### src/rtl/pmc_pkg.sv
package pmc_pkg;
    typedef enum logic [1:0] {
        PM_RUN  = 2'b00,
        PM_WAIT = 2'b01,
        PM_STOP = 2'b10
    } pm_mode_e;

    localparam logic [1:0] CODE_WAIT = 2'b01;
    localparam logic [1:0] CODE_STOP = 2'b10;
endpackage

### src/rtl/pmc_sync.sv
// Multi-stage synchronizer for asynchronous wake inputs, one chain per bit.
module pmc_sync #(
    parameter int W      = 2,
    parameter int STAGES = 2
) (
    input  logic         clk,
    input  logic         por_n,
    input  logic [W-1:0] d_async,
    output logic [W-1:0] q_sync
);
    for (genvar b = 0; b < W; b++) begin : g_bit
        logic [STAGES-1:0] chain;
        always_ff @(posedge clk or negedge por_n) begin
            if (!por_n) begin
                chain <= '0;
            end else begin
                chain <= {chain[STAGES-2:0], d_async[b]};
            end
        end
        assign q_sync[b] = chain[STAGES-1];
    end
endmodule

### src/rtl/pmc_phase.sv
// Divide-by-two phase: high on every second master cycle.
module pmc_phase (
    input  logic clk,
    input  logic por_n,
    output logic ph_act
);
    logic ph_q;

    always_ff @(posedge clk or negedge por_n) begin
        if (!por_n) begin
            ph_q <= 1'b0;
        end else begin
            ph_q <= ~ph_q;
        end
    end

    assign ph_act = ph_q;
endmodule

### src/rtl/pmc_fsm.sv
// Mode state machine: request entry, wake exit, lost-message flag.
module pmc_fsm
    import pmc_pkg::*;
(
    input  logic       clk,
    input  logic       por_n,
    input  logic       soft_rst,
    input  logic       req_vld,
    input  logic [1:0] req_code,
    input  logic       irq_pend,
    input  logic       async_s,
    input  logic       can_s,
    output pm_mode_e   mode,
    output logic       lost
);
    pm_mode_e st_q, st_nxt;
    logic     lost_nxt;

    always_comb begin
        st_nxt   = st_q;
        lost_nxt = 1'b0;
        unique case (st_q)
            PM_RUN: begin
                if (req_vld) begin
                    if (req_code == CODE_WAIT) begin
                        st_nxt = PM_WAIT;
                    end else if (req_code == CODE_STOP) begin
                        st_nxt = PM_STOP;
                    end
                end
            end
            PM_WAIT: begin
                if (irq_pend || async_s) begin
                    st_nxt = PM_RUN;
                end
            end
            PM_STOP: begin
                if (can_s || async_s) begin
                    st_nxt   = PM_RUN;
                    lost_nxt = can_s;
                end
            end
            default: st_nxt = PM_RUN;
        endcase
    end

    // State register
    always_ff @(posedge clk or negedge por_n) begin
        if (!por_n) begin
            st_q <= PM_RUN;
        end else if (soft_rst) begin
            st_q <= PM_RUN;
        end else begin
            st_q <= st_nxt;
        end
    end

    // Output register
    always_ff @(posedge clk or negedge por_n) begin
        if (!por_n) begin
            lost <= 1'b0;
        end else if (soft_rst) begin
            lost <= 1'b0;
        end else begin
            lost <= lost_nxt;
        end
    end

    assign mode = st_q;
endmodule

### src/rtl/pmc_enreg.sv
// Per-peripheral enable register; resets to all ones.
module pmc_enreg #(
    parameter int NPER = 8
) (
    input  logic            clk,
    input  logic            por_n,
    input  logic            soft_rst,
    input  logic            wr,
    input  logic [NPER-1:0] wdata,
    output logic [NPER-1:0] en_q
);
    always_ff @(posedge clk or negedge por_n) begin
        if (!por_n) begin
            en_q <= '1;
        end else if (soft_rst) begin
            en_q <= '1;
        end else if (wr) begin
            en_q <= wdata;
        end
    end
endmodule

### src/rtl/pwr_clk_ctl.sv
module pwr_clk_ctl
    import pmc_pkg::*;
#(
    parameter int NPER        = 8,
    parameter int SYNC_STAGES = 2
) (
    input  logic            clk,
    input  logic            por_n,
    input  logic            ext_rst,
    input  logic            wdt_rst,
    input  logic            req_vld,
    input  logic [1:0]      req_code,
    input  logic            irq_pend,
    input  logic            async_irq,
    input  logic            can_wake,
    input  logic            en_wr,
    input  logic [NPER-1:0] en_wdata,
    output logic            core_ce,
    output logic [NPER-1:0] per_ce,
    output logic            wdt_ce,
    output logic [1:0]      mode_o,
    output logic            can_msg_lost
);
    localparam int NWAKE = 2;

    logic             soft_rst;
    logic [NWAKE-1:0] wake_s;
    logic             ph_act;
    pm_mode_e         mode;
    logic [NPER-1:0]  en_q;
    logic             per_dom_on;

    assign soft_rst = ext_rst | wdt_rst;

    pmc_sync #(.W(NWAKE), .STAGES(SYNC_STAGES)) u_sync (
        .clk     (clk),
        .por_n   (por_n),
        .d_async ({can_wake, async_irq}),
        .q_sync  (wake_s)
    );

    pmc_phase u_phase (
        .clk    (clk),
        .por_n  (por_n),
        .ph_act (ph_act)
    );

    pmc_fsm u_fsm (
        .clk      (clk),
        .por_n    (por_n),
        .soft_rst (soft_rst),
        .req_vld  (req_vld),
        .req_code (req_code),
        .irq_pend (irq_pend),
        .async_s  (wake_s[0]),
        .can_s    (wake_s[1]),
        .mode     (mode),
        .lost     (can_msg_lost)
    );

    pmc_enreg #(.NPER(NPER)) u_enreg (
        .clk      (clk),
        .por_n    (por_n),
        .soft_rst (soft_rst),
        .wr       (en_wr),
        .wdata    (en_wdata),
        .en_q     (en_q)
    );

    assign per_dom_on = ph_act && (mode != PM_STOP);
    assign core_ce    = ph_act && (mode == PM_RUN);
    assign wdt_ce     = ph_act;
    assign mode_o     = mode;

    for (genvar i = 0; i < NPER; i++) begin : g_per
        assign per_ce[i] = per_dom_on & en_q[i];
    end
endmodule

### config.mk
export PLATFORM = sky130hd
export DESIGN_NAME = pwr_clk_ctl
export DESIGN_NICKNAME = d
export VERILOG_FILES = /design/src/rtl/pmc_pkg.sv /design/src/rtl/pmc_sync.sv /design/src/rtl/pmc_phase.sv /design/src/rtl/pmc_fsm.sv /design/src/rtl/pmc_enreg.sv /design/src/rtl/pwr_clk_ctl.sv
export SDC_FILE = /design/constraint.sdc
export NUM_CORES = 1
export LEC_CHECK = 0
export BUFFER_PORTS_ARGS = -buffer_cell sky130_fd_sc_hd__buf_2
export CAP_MARGIN = 10
export CORE_MARGIN = 1
export CORE_UTILIZATION = 40
export CTS_CLUSTER_DIAMETER = 120
export CTS_CLUSTER_SIZE = 28
export DETAILED_ROUTE_END_ITERATION = 12
export GPL_ROUTABILITY_DRIVEN = 0
export PLACE_DENSITY = 0.73
export SLEW_MARGIN = 20
export SYNTH_ARGS = -nofsm -noshare
export SYNTH_HDL_FRONTEND = slang
export SYNTH_SLANG_ARGS = --single-unit
### constraint.sdc
create_clock -name clk -period 1.1 [get_ports clk]
set_clock_uncertainty 0.05 [all_clocks]
set_input_delay 0.165 -clock clk [delete_from_list [all_inputs] [get_ports clk]]
set_output_delay 0.165 -clock clk [all_outputs]
set_load 0.05 [all_outputs]
After elaboration in Yosys (flattened, before gate mapping):

Index checks and enable logic that the tools add are counted.
W data, S select, Z words.

* memories: 0
* RAM bits: 0
* latch bits: 0
* register bits: 16
* bits in read-only memories: 0
* word-level logic and storage cells: 44
* output and inout bits: 13
* input bits: 19

* equal/unequal tests: 9
* $lt $le $gt $ge: 0
* divide/modulo/power cells: 0
* multiply operators: 0
* bitwise gates (word level): 10
* shift-type cells: 0
* multiplexer cells: 12
* add/sub/neg operators: 0
* reduce and logical (&&, ||, !) cells: 7

Operators with widths (number)
* $mux W8: 2
* $mux W2: 6
* $and A1 B1 Y1: 8
* $ne A3 B2 Y1 const B: 2
* $pmux W2 S3: 1
* $eq A2 B1 Y1 const B: 2
* $eq A2 B2 Y1 const B: 2
* $ne A4 B2 Y1 const B: 1
* $reduce_and A4 Y1: 1
* $mux W1: 3
* $ne A3 B3 Y1 const B: 1
* $logic_and A1 B1 Y1: 2
* $logic_not A2 Y1: 1
* $logic_or A1 B1 Y1: 2
* $ne A2 B2 Y1 const B: 1
* $reduce_bool A2 Y1: 1
* $not A1 Y1: 1
* $or A1 B1 Y1: 1

Longest topological paths before layout:

Gate-level depths: netlist of the first run.

* depth after elaboration: 6
* mapped depth: 5
* gate-level depth less buffers: 5

By module:

From an unflattened synthesis of the first run, not the netlist that was laid out.

* cell total of the unflattened synthesis: 56
* area, all modules: 713.2 µm²

By module, submodules not included
* pmc_enreg: cells an instance 26, area each 352.8 µm², seq. area each 210.2 µm², instances 1
* pmc_fsm: cells an instance 11, area each 138.9 µm², seq. area each 75.1 µm², instances 1
* pmc_sync: cells an instance 6, area each 115.1 µm², seq. area each 100.1 µm², instances 1
* pwr_clk_ctl: cells an instance 11, area each 77.6 µm², seq. area each 0.0 µm², instances 1
* pmc_phase: cells an instance 2, area each 28.8 µm², seq. area each 25.0 µm², instances 1

Worst setup path after synthesis of the first run:

Ideal clock, no wire load.

* kind: flip-flop to output port
* start: reg u_phase.ph_q, in the netlist u_phase.ph_act
* end: out core_ce
* required time: 0.885 ns
* buffers on the path: 0
* stages on the path, launching flop included: 3
* arrival time: 1.851 ns
* slack: -0.966 ns
* cell sequence: dfrtp_1 inv_1 nor3_1

* cells in the longest elaborated chain, start to end: 1

RTL lines
* start: declaration: RTL line pmc_phase.sv:7 `logic ph_q;`
* start signal: assignment: RTL line pmc_phase.sv:13 `ph_q <= ~ph_q;`
* $logic_and A1 B1 Y1: RTL line pwr_clk_ctl.sv:71 `assign core_ce = ph_act && (mode == PM_RUN);`
* end: declaration: RTL line pwr_clk_ctl.sv:18 `output logic core_ce,`

No other way between the ends.

Final worst setup path of the first run:

* start: reg u_fsm.st_q[0], in the netlist u_fsm.mode[0]
* end: out core_ce

* cells in the longest elaborated chain, start to end: 2

RTL lines
* start: declaration: RTL line pmc_fsm.sv:16 `pm_mode_e st_q, st_nxt;`
* start signal: assignment: RTL line pmc_fsm.sv:54 `st_q <= st_nxt;`
* $logic_not A2 Y1: RTL line pwr_clk_ctl.sv:71
* $logic_and A1 B1 Y1: RTL line pwr_clk_ctl.sv:71

No other way between the ends.

==> results of run 1 <==
-- layer usage --
metal | routed length (um) | vias up | part of all wire, %
met3 | 57 | 4 | 3.1
met1 | 785 | 305 | 43
met4 | 23 | 0 | 1.3
met2 | 970 | 22 | 53
met5 | 0 | - | 0
li1 | - | 296 | -
-- worst max path at each step --
stage / endpoint / cells after the start
2_1_floorplan: per_ce[0] / 3
3_3_place_gp: per_ce[5] / 3
3_5_place_dp: per_ce[5] / 3
4_1_cts: per_ce[5] / 3
5_1_grt: core_ce / 3
6_report: core_ce / 3
-- layout make-up --
cell class	instances	area share, %
Sequential cell	16	33.8
Clock buffer	4	2.95
Multi-Input combinational cell	39	29.1
Tap cell	16	1.63
Timing Repair Buffer	44	31.9
Inverter	2	0.610
-- worst max-delay path: stages (launching register included) --
cell and delay, ns:
dfrtp_2 0.44, buf_6 0.14, nor3_4 0.18, buf_6 0.18
-- cell families (layout without fill, tap and decap cells) --
group	Yosys count	after routing	share of synthesized area [%]
and+or+nand+nor	28	29	22.9
DFF	16	16	58.6
muxes	8	8	11.4
buffers and inverters	5	50	4.11
adders and majority gates	1	1	1.79
AOI/OAI and AO/OA	1	1	1.25
-- registers in the layout, summed over array words and instances (netlist names) --
register and count:
u_enreg.en_q 8, u_phase.ph_act 1, u_fsm.mode 2, u_fsm.lost 1, u_sync.g_bit.chain 4
-- per-stage QoR --
stage	hold WS [ns]	area (um^2)	worst slack, ns	TNS, ns
finish	0.0367	1230	-0.340	-3.80
global route	0.0440	1230	-0.379	-4.29
CTS	0.0353	1200	-0.326	-3.62
detailed placement	0.0388	943	-0.259	-2.42
global placement	0.0368	943	-0.244	-2.26
floorplan	-0.181	752	-0.238	-2.29
-- power groups by stage --
stage	logic, mW	registers, mW	clock network [mW]
after floorplan	0.153	0.640	0
after global placement	0.231	0.633	0
after detailed placement	0.235	0.634	0
after CTS	0.301	0.627	0.402
after global routing	0.324	0.629	0.422
final	0.306	0.627	0.392
-- timing repair --
action                                  in CTS  in global routing
pin swaps                                    2                  0
buffers inserted                             4                  2
resized for setup                           39                  6
cloned                                       1                  0
endpoints found under the setup margin      16                 15
hold buffers                                 3                  0
endpoints found under the hold margin       16                  0
-- synth_stat cells, drive strengths merged --
cell type	number
mux2i	8
nand3	1
nor4b	2
a31o	1
inv	2
dfrtp	8
nor2	3
nor4	1
buf	3
ha	1
nand2b	1
and3	8
nor3	1
dfstp	8
nand4b	1
nand2	10
==> summary.md, run 1 <==
| Metric | Value |
|---|---|
| Status | `finished, violations left` |
| Failing checks | `setup timing` |
| Post-route ant nets | `0` |
| Post-synthesis register bit count | `16` |
| Hold Path Class | `in2reg` |
| Synth unique cells | `19` |
| Minimum clock period | `1.44 ns` |
| Reg clk slew, reported paths | `0.10 ns` |
| TritonCTS Buffers | `3` |
| Fmax achieved | `0.694 GHz` |
| Area grow syn2layout | `75.7%` |
| Fin nets | `126` |
| Most frequent cells in the layout | `18 x buf_2, 16 x buf_6, 10 x nand2_1` |
| Largest net degree at the start of global routing | `17` |
| Grt met1 use | `26.6%` |
| Diodes inserted | `0` |
| Max cap viols | `0` |
| First-pass GRT wire length | `2.92 mm` |
| Post-synth top area share | `30.0%` |
| Die area | `0.00192 mm^2` |
| Setup violators final | `14` |
| Multi-input logic area | `358 um^2` |
| Final core utilization | `78.1%` |
| R2R cell count | `4` |
| Critical Path End Type | `output pin` |
| # fillers | `90` |
| Initial antenna violation count | `0` |
| NetSw | `0.363 mW` |
| HPWL Detailed | `1.05 mm` |
| Root Driver | `clkbuf_4` |
| Storage cell area | `417 um^2` |
| Final std cells w/o fill | `121` |
| Total power | `1.32 mW` |
| Min-Delay Startpoint | `en_wdata[0]` |
| Placed insts | `108` |
| Slew @ Worst Pin | `0.352 ns` |
| Sink Count | `16` |
| Clock Path Buffers | `2` |
| Cell Int Power | `0.962 mW` |
| Met3 usage | `3.75%` |
| Global Route met2 Usage | `37.6%` |
| Clk_lat worst skew | `0.29 ns` |
| Worst r2r src | `u_fsm.mode[0]` |
| Port bufs | `31` |
| Lkg Pwr | `0.584 nW` |
| GRT Total Usage | `21.7%` |
| Total gr overflow | `0` |
| Hold Path Cell Cnt | `3` |
| Final Max Slew Viols | `0` |
| Comb pwr share | `23.1%` |
| Chip Width | `43.9 um` |
| Final Cycle Share | `131%` |
| Critical Path RT | `0.88 ns` |
| CTS tree | `yes` |
| Commonest non-fill, non-tap cell in the layout | `buf_2` |
| Max FO, Critical Path | `3` |
| Worst Slack Setup Final | `-0.340 ns` |
| DRC | `0` |
| Area contributors post-synth | `dfstp_2 30%, dfrtp_1 29%, mux2i_1 11%` |
| Final hold vios | `0` |
| First DRT Iteration DRCs | `11` |
| CP Launch Point | `u_fsm.mode[0]` |
| Post-Synthesis Cells | `59` |
| # rows | `14` |
| Mean Syn Cell Area | `11.9 um^2` |
| Ys Warns | `0` |
| H-tree Lvls | `1` |
| Die Height | `43.9 um` |
| Avg WL per Cell | `15.2 um` |
| Dominant cell type by area after synthesis | `dfstp_2` |
| Reg-to-reg critical path endpoint | `u_fsm.mode[1]` |
| Core box area | `0.00158 mm^2` |
| I/O Pins | `32` |
| Arr. time, crit path | `1.23 ns` |
| Sequential cell area fraction in the yosys report | `58.6%` |
| Worst Hold Endpoint | `u_enreg.en_q[0]` |
| Initial Util | `44.4%` |
| Syn Nets | `79` |
| First-pass iteration count of the detailed router | `6` |
| Sw frac | `27.4%` |
| Post-DR vias/cell | `5.18` |
| Slew margin rel. | `76.5%` |
| Reg2Reg Setup Slack | `-0.13 ns` |
| CP Launch Type | `flip-flop` |
| CP Class | `reg2out` |
| Share of layout cells above drive strength 1 | `67.6%` |
| RSZ-0062 raised after global routing | `yes` |
| Most Used Layer, Global Route | `met2` |
| Clock network power share | `29.6%` |
| Final WL | `1.84 mm` |
| Vias after detailed routing | `627` |
| Max VDD drop | `778 uV` |
| Post-Synthesis Cell Area | `701 um^2` |
| Part of the power in registers | `47.4%` |
| Number of global-route vias before repair | `616` |
| Power density cells | `1080 mW/mm^2` |
No activity file was read; power rests on OpenSTA's default activity.
==> inputs of run 2 (changes only) <==
Settings changed: MAX_ROUTING_LAYER set to met4, RECOVER_POWER set to 25.
Clock period 1.1 ns to 1.3 ns, I/O delays scaled along.
==> run 2 against run 1 <==
Against the previous run: the flow still finishes with violations (setup timing); register-to-register slack better by 0.20 ns; clock power is 17% lower; first-iteration DRC count is 36% lower; die area stayed put; hold slack better by 0.046 ns; critical path depth stayed put; total power is 17% lower; critical endpoint is now per_ce[1]; largest power group unchanged.
==> summary.md, run 2 (synthesized netlist as in run 1, its figures left out) <==
| Metric | Value |
|---|---|
| Sw frac | `26.9% (-0.55 points)` |
| Diodes inserted | `0 (unchanged)` |
| Critical path's slowest cell | `dfrtp_4` |
| Post-DR vias/cell | `5.15 (-0.56%)` |
| Comb pwr share | `22.4% (-0.7 points)` |
| Clock Path Buffers | `2 (unchanged)` |
| Initial antenna violation count | `0 (unchanged)` |
| Sink Count | `16 (unchanged)` |
| Min-Delay Startpoint | `en_wdata[6]` |
| Reg2Reg Setup Slack | `0.07 ns (+0.20 ns)` |
| Max cap viols | `0 (unchanged)` |
| Arr. time, crit path | `1.24 ns (about the same)` |
| Reg-to-reg critical path endpoint | `u_fsm.mode[0]` |
| Slew margin rel. | `44.3% (-32 points)` |
| Most frequent cell on the critical path | `buf_6` |
| Fin nets | `123 (-2.4%)` |
| First-pass iteration count of the detailed router | `5 (-1)` |
| Clock network power share | `29.5% (about the same)` |
| Port bufs | `31 (unchanged)` |
| H-tree Lvls | `1 (unchanged)` |
| Final hold vios | `0 (unchanged)` |
| Final Cycle Share | `114%` |
| Part of the power in registers | `48.1% (+0.7 points)` |
| Total gr overflow | `0 (unchanged)` |
| Vias after detailed routing | `608 (-3.0%)` |
| Cell Int Power | `0.807 mW (-16%)` |
| Initial Util | `44.4% (unchanged)` |
| Failing checks | `setup timing` |
| First-pass GRT wire length | `2.59 mm (-11%)` |
| # rows | `14 (unchanged)` |
| Largest register by flop count | `u_enreg.en_q` |
| I/O Pins | `32 (unchanged)` |
| Minimum clock period | `1.49 ns` |
| NetSw | `0.296 mW (-18%)` |
| Total power | `1.10 mW (-17%)` |
| Worst Hold Endpoint | `u_enreg.en_q[6]` |
| CP Launch Point | `u_phase.ph_act` |
| Max FO, Critical Path | `5 (+2)` |
| Critical Path RT | `1.05 ns (+0.17 ns)` |
| Worst Slack Setup Final | `-0.186 ns (+0.154 ns)` |
| Final Max Slew Viols | `0 (unchanged)` |
| GRT Total Usage | `19.5% (-2.1 points)` |
| Worst r2r src | `u_fsm.mode[0]` |
| Crit-path leading delay family | `flip-flops` |
| CP Class | `reg2out` |
| Power density cells | `950 mW/mm^2 (-12%)` |
| Lkg Pwr | `0.552 nW (-5.4%)` |
| Max VDD drop | `561 uV (-28%)` |
| Avg WL per Cell | `14.4 um (-5.0%)` |
| RSZ-0062 raised after global routing | `yes` |
| Chip Width | `43.9 um (unchanged)` |
| Setup tns final | `-1.63 ns (+2.17 ns)` |
| Setup violators final | `12 (-2)` |
| Share of layout cells above drive strength 1 | `65.7% (-1.9 points)` |
| # fillers | `101 (+12%)` |
| DRC | `0 (unchanged)` |
| Hold Path Cell Cnt | `3 (unchanged)` |
| Critical Path End Type | `output pin` |
| Largest net degree at the start of global routing | `17 (unchanged)` |
| CP bufs+invs | `2 (unchanged)` |
| First DRT Iteration DRCs | `7 (-4)` |
| Die area | `0.00192 mm^2 (unchanged)` |
| Max reg flops | `8 (unchanged)` |
| Reg clk slew, reported paths | `0.10 ns (about the same)` |
| Crit-path cells | `buf_6, and3_4, buf_6` |
| CP Launch Type | `flip-flop` |
| R2R cell count | `5 (+1)` |
| Root Driver | `clkbuf_4` |
| HPWL Detailed | `954 um (-9.2%)` |
| Status | `finished, violations left` |
| Slew @ Worst Pin | `0.835 ns (+0.483 ns)` |
| Post-route ant nets | `0 (unchanged)` |
| Slowest stage delay, CP | `0.52 ns (+0.08 ns)` |
| Area grow syn2layout | `65.7%` |
| Core box area | `0.00158 mm^2 (unchanged)` |
| Most frequent cells in the layout | `19 x buf_2, 12 x buf_6, 10 x nand2_1` |
| Number of global-route vias before repair | `608 (-1.3%)` |
| Hold Path Class | `in2reg` |
| CTS tree | `yes` |
| TritonCTS Buffers | `3 (unchanged)` |
| Final WL | `1.70 mm (-7.3%)` |
| Clk_lat worst skew | `0.28 ns (about the same)` |
| Fmax achieved | `0.673 GHz` |
| Commonest non-fill, non-tap cell in the layout | `buf_2` |
| Die Height | `43.9 um (unchanged)` |
run 2: worst max-delay path by stage:
| stage | end | slack (ns) | cells after the start |
|---|---|---|---|
| after global placement | per_ce[3] | -0.07 | 3 |
| after detailed placement | per_ce[6] | -0.09 | 3 |
| after CTS | per_ce[6] | -0.17 | 3 |
| after floorplan | per_ce[0] | -0.07 | 3 |
| final | per_ce[1] | -0.19 | 3 |
| after global routing | core_ce | -0.22 | 3 |
run 2: area by class of cell:
type / count / area, um^2 / area share (%)
sequential: 16 / 417 / 35.9
multi-input combinational: 39 / 349 / 30.1
timing repair buffer: 41 / 332 / 28.6
clock buffer: 4 / 36.3 / 3.13
tap: 16 / 20.0 / 1.72
inverter: 2 / 7.51 / 0.647
run 2: per-layer routing:
| layer | share of wire [%] | GRT usage [%] | wire length (um) |
|---|---|---|---|
| met1 | 39 | 23.0 | 658 |
| met2 | 56 | 32.5 | 956 |
| met3 | 3.7 | 5.00 | 63 |
| met4 | 1.4 | 6.67 | 23 |
| met5 | 0 | - | 0 |
run 2: worst register-to-register path: cells and delay by family, from the launching register on:
kind / cells / cell delay [ns]
buf+inv: 2 / 0.28
flops: 1 / 0.44
simple gates: 3 / 0.41
run 2: power by group through the flow:
stage	registers, mW	clock network, mW	logic, mW
2_1_floorplan	0.542	0	0.129
3_3_place_gp	0.535	0	0.192
3_5_place_dp	0.536	0	0.195
4_1_cts	0.529	0.332	0.233
5_1_grt	0.532	0.366	0.262
6_report	0.530	0.326	0.247
run 2: per-stage QoR:
step	instance area (um^2)	util (%)	std cells	hold WS (ns)	setup WS, ns
floorplan	752	-	59	-0.151	-0.0678
global placement	936	59.4	107	0.0676	-0.0682
detailed placement	936	59.4	107	0.0696	-0.0915
CTS	1110	70.5	117	0.0773	-0.165
global route	1160	73.7	118	0.0718	-0.224
finish	1160	73.7	118	0.0827	-0.186
run 2: timing repair:
| action | in CTS | in global routing |
|---|---|---|
| pin swaps | 0 | 1 |
| setup buffers | 2 | 3 |
| endpoints found under the setup margin | 13 | 14 |
| gates resized for setup | 26 | 11 |
| cloned | 1 | 0 |
| endpoints found under the hold margin | 10 | 0 |
| hold buffers | 3 | 0 |
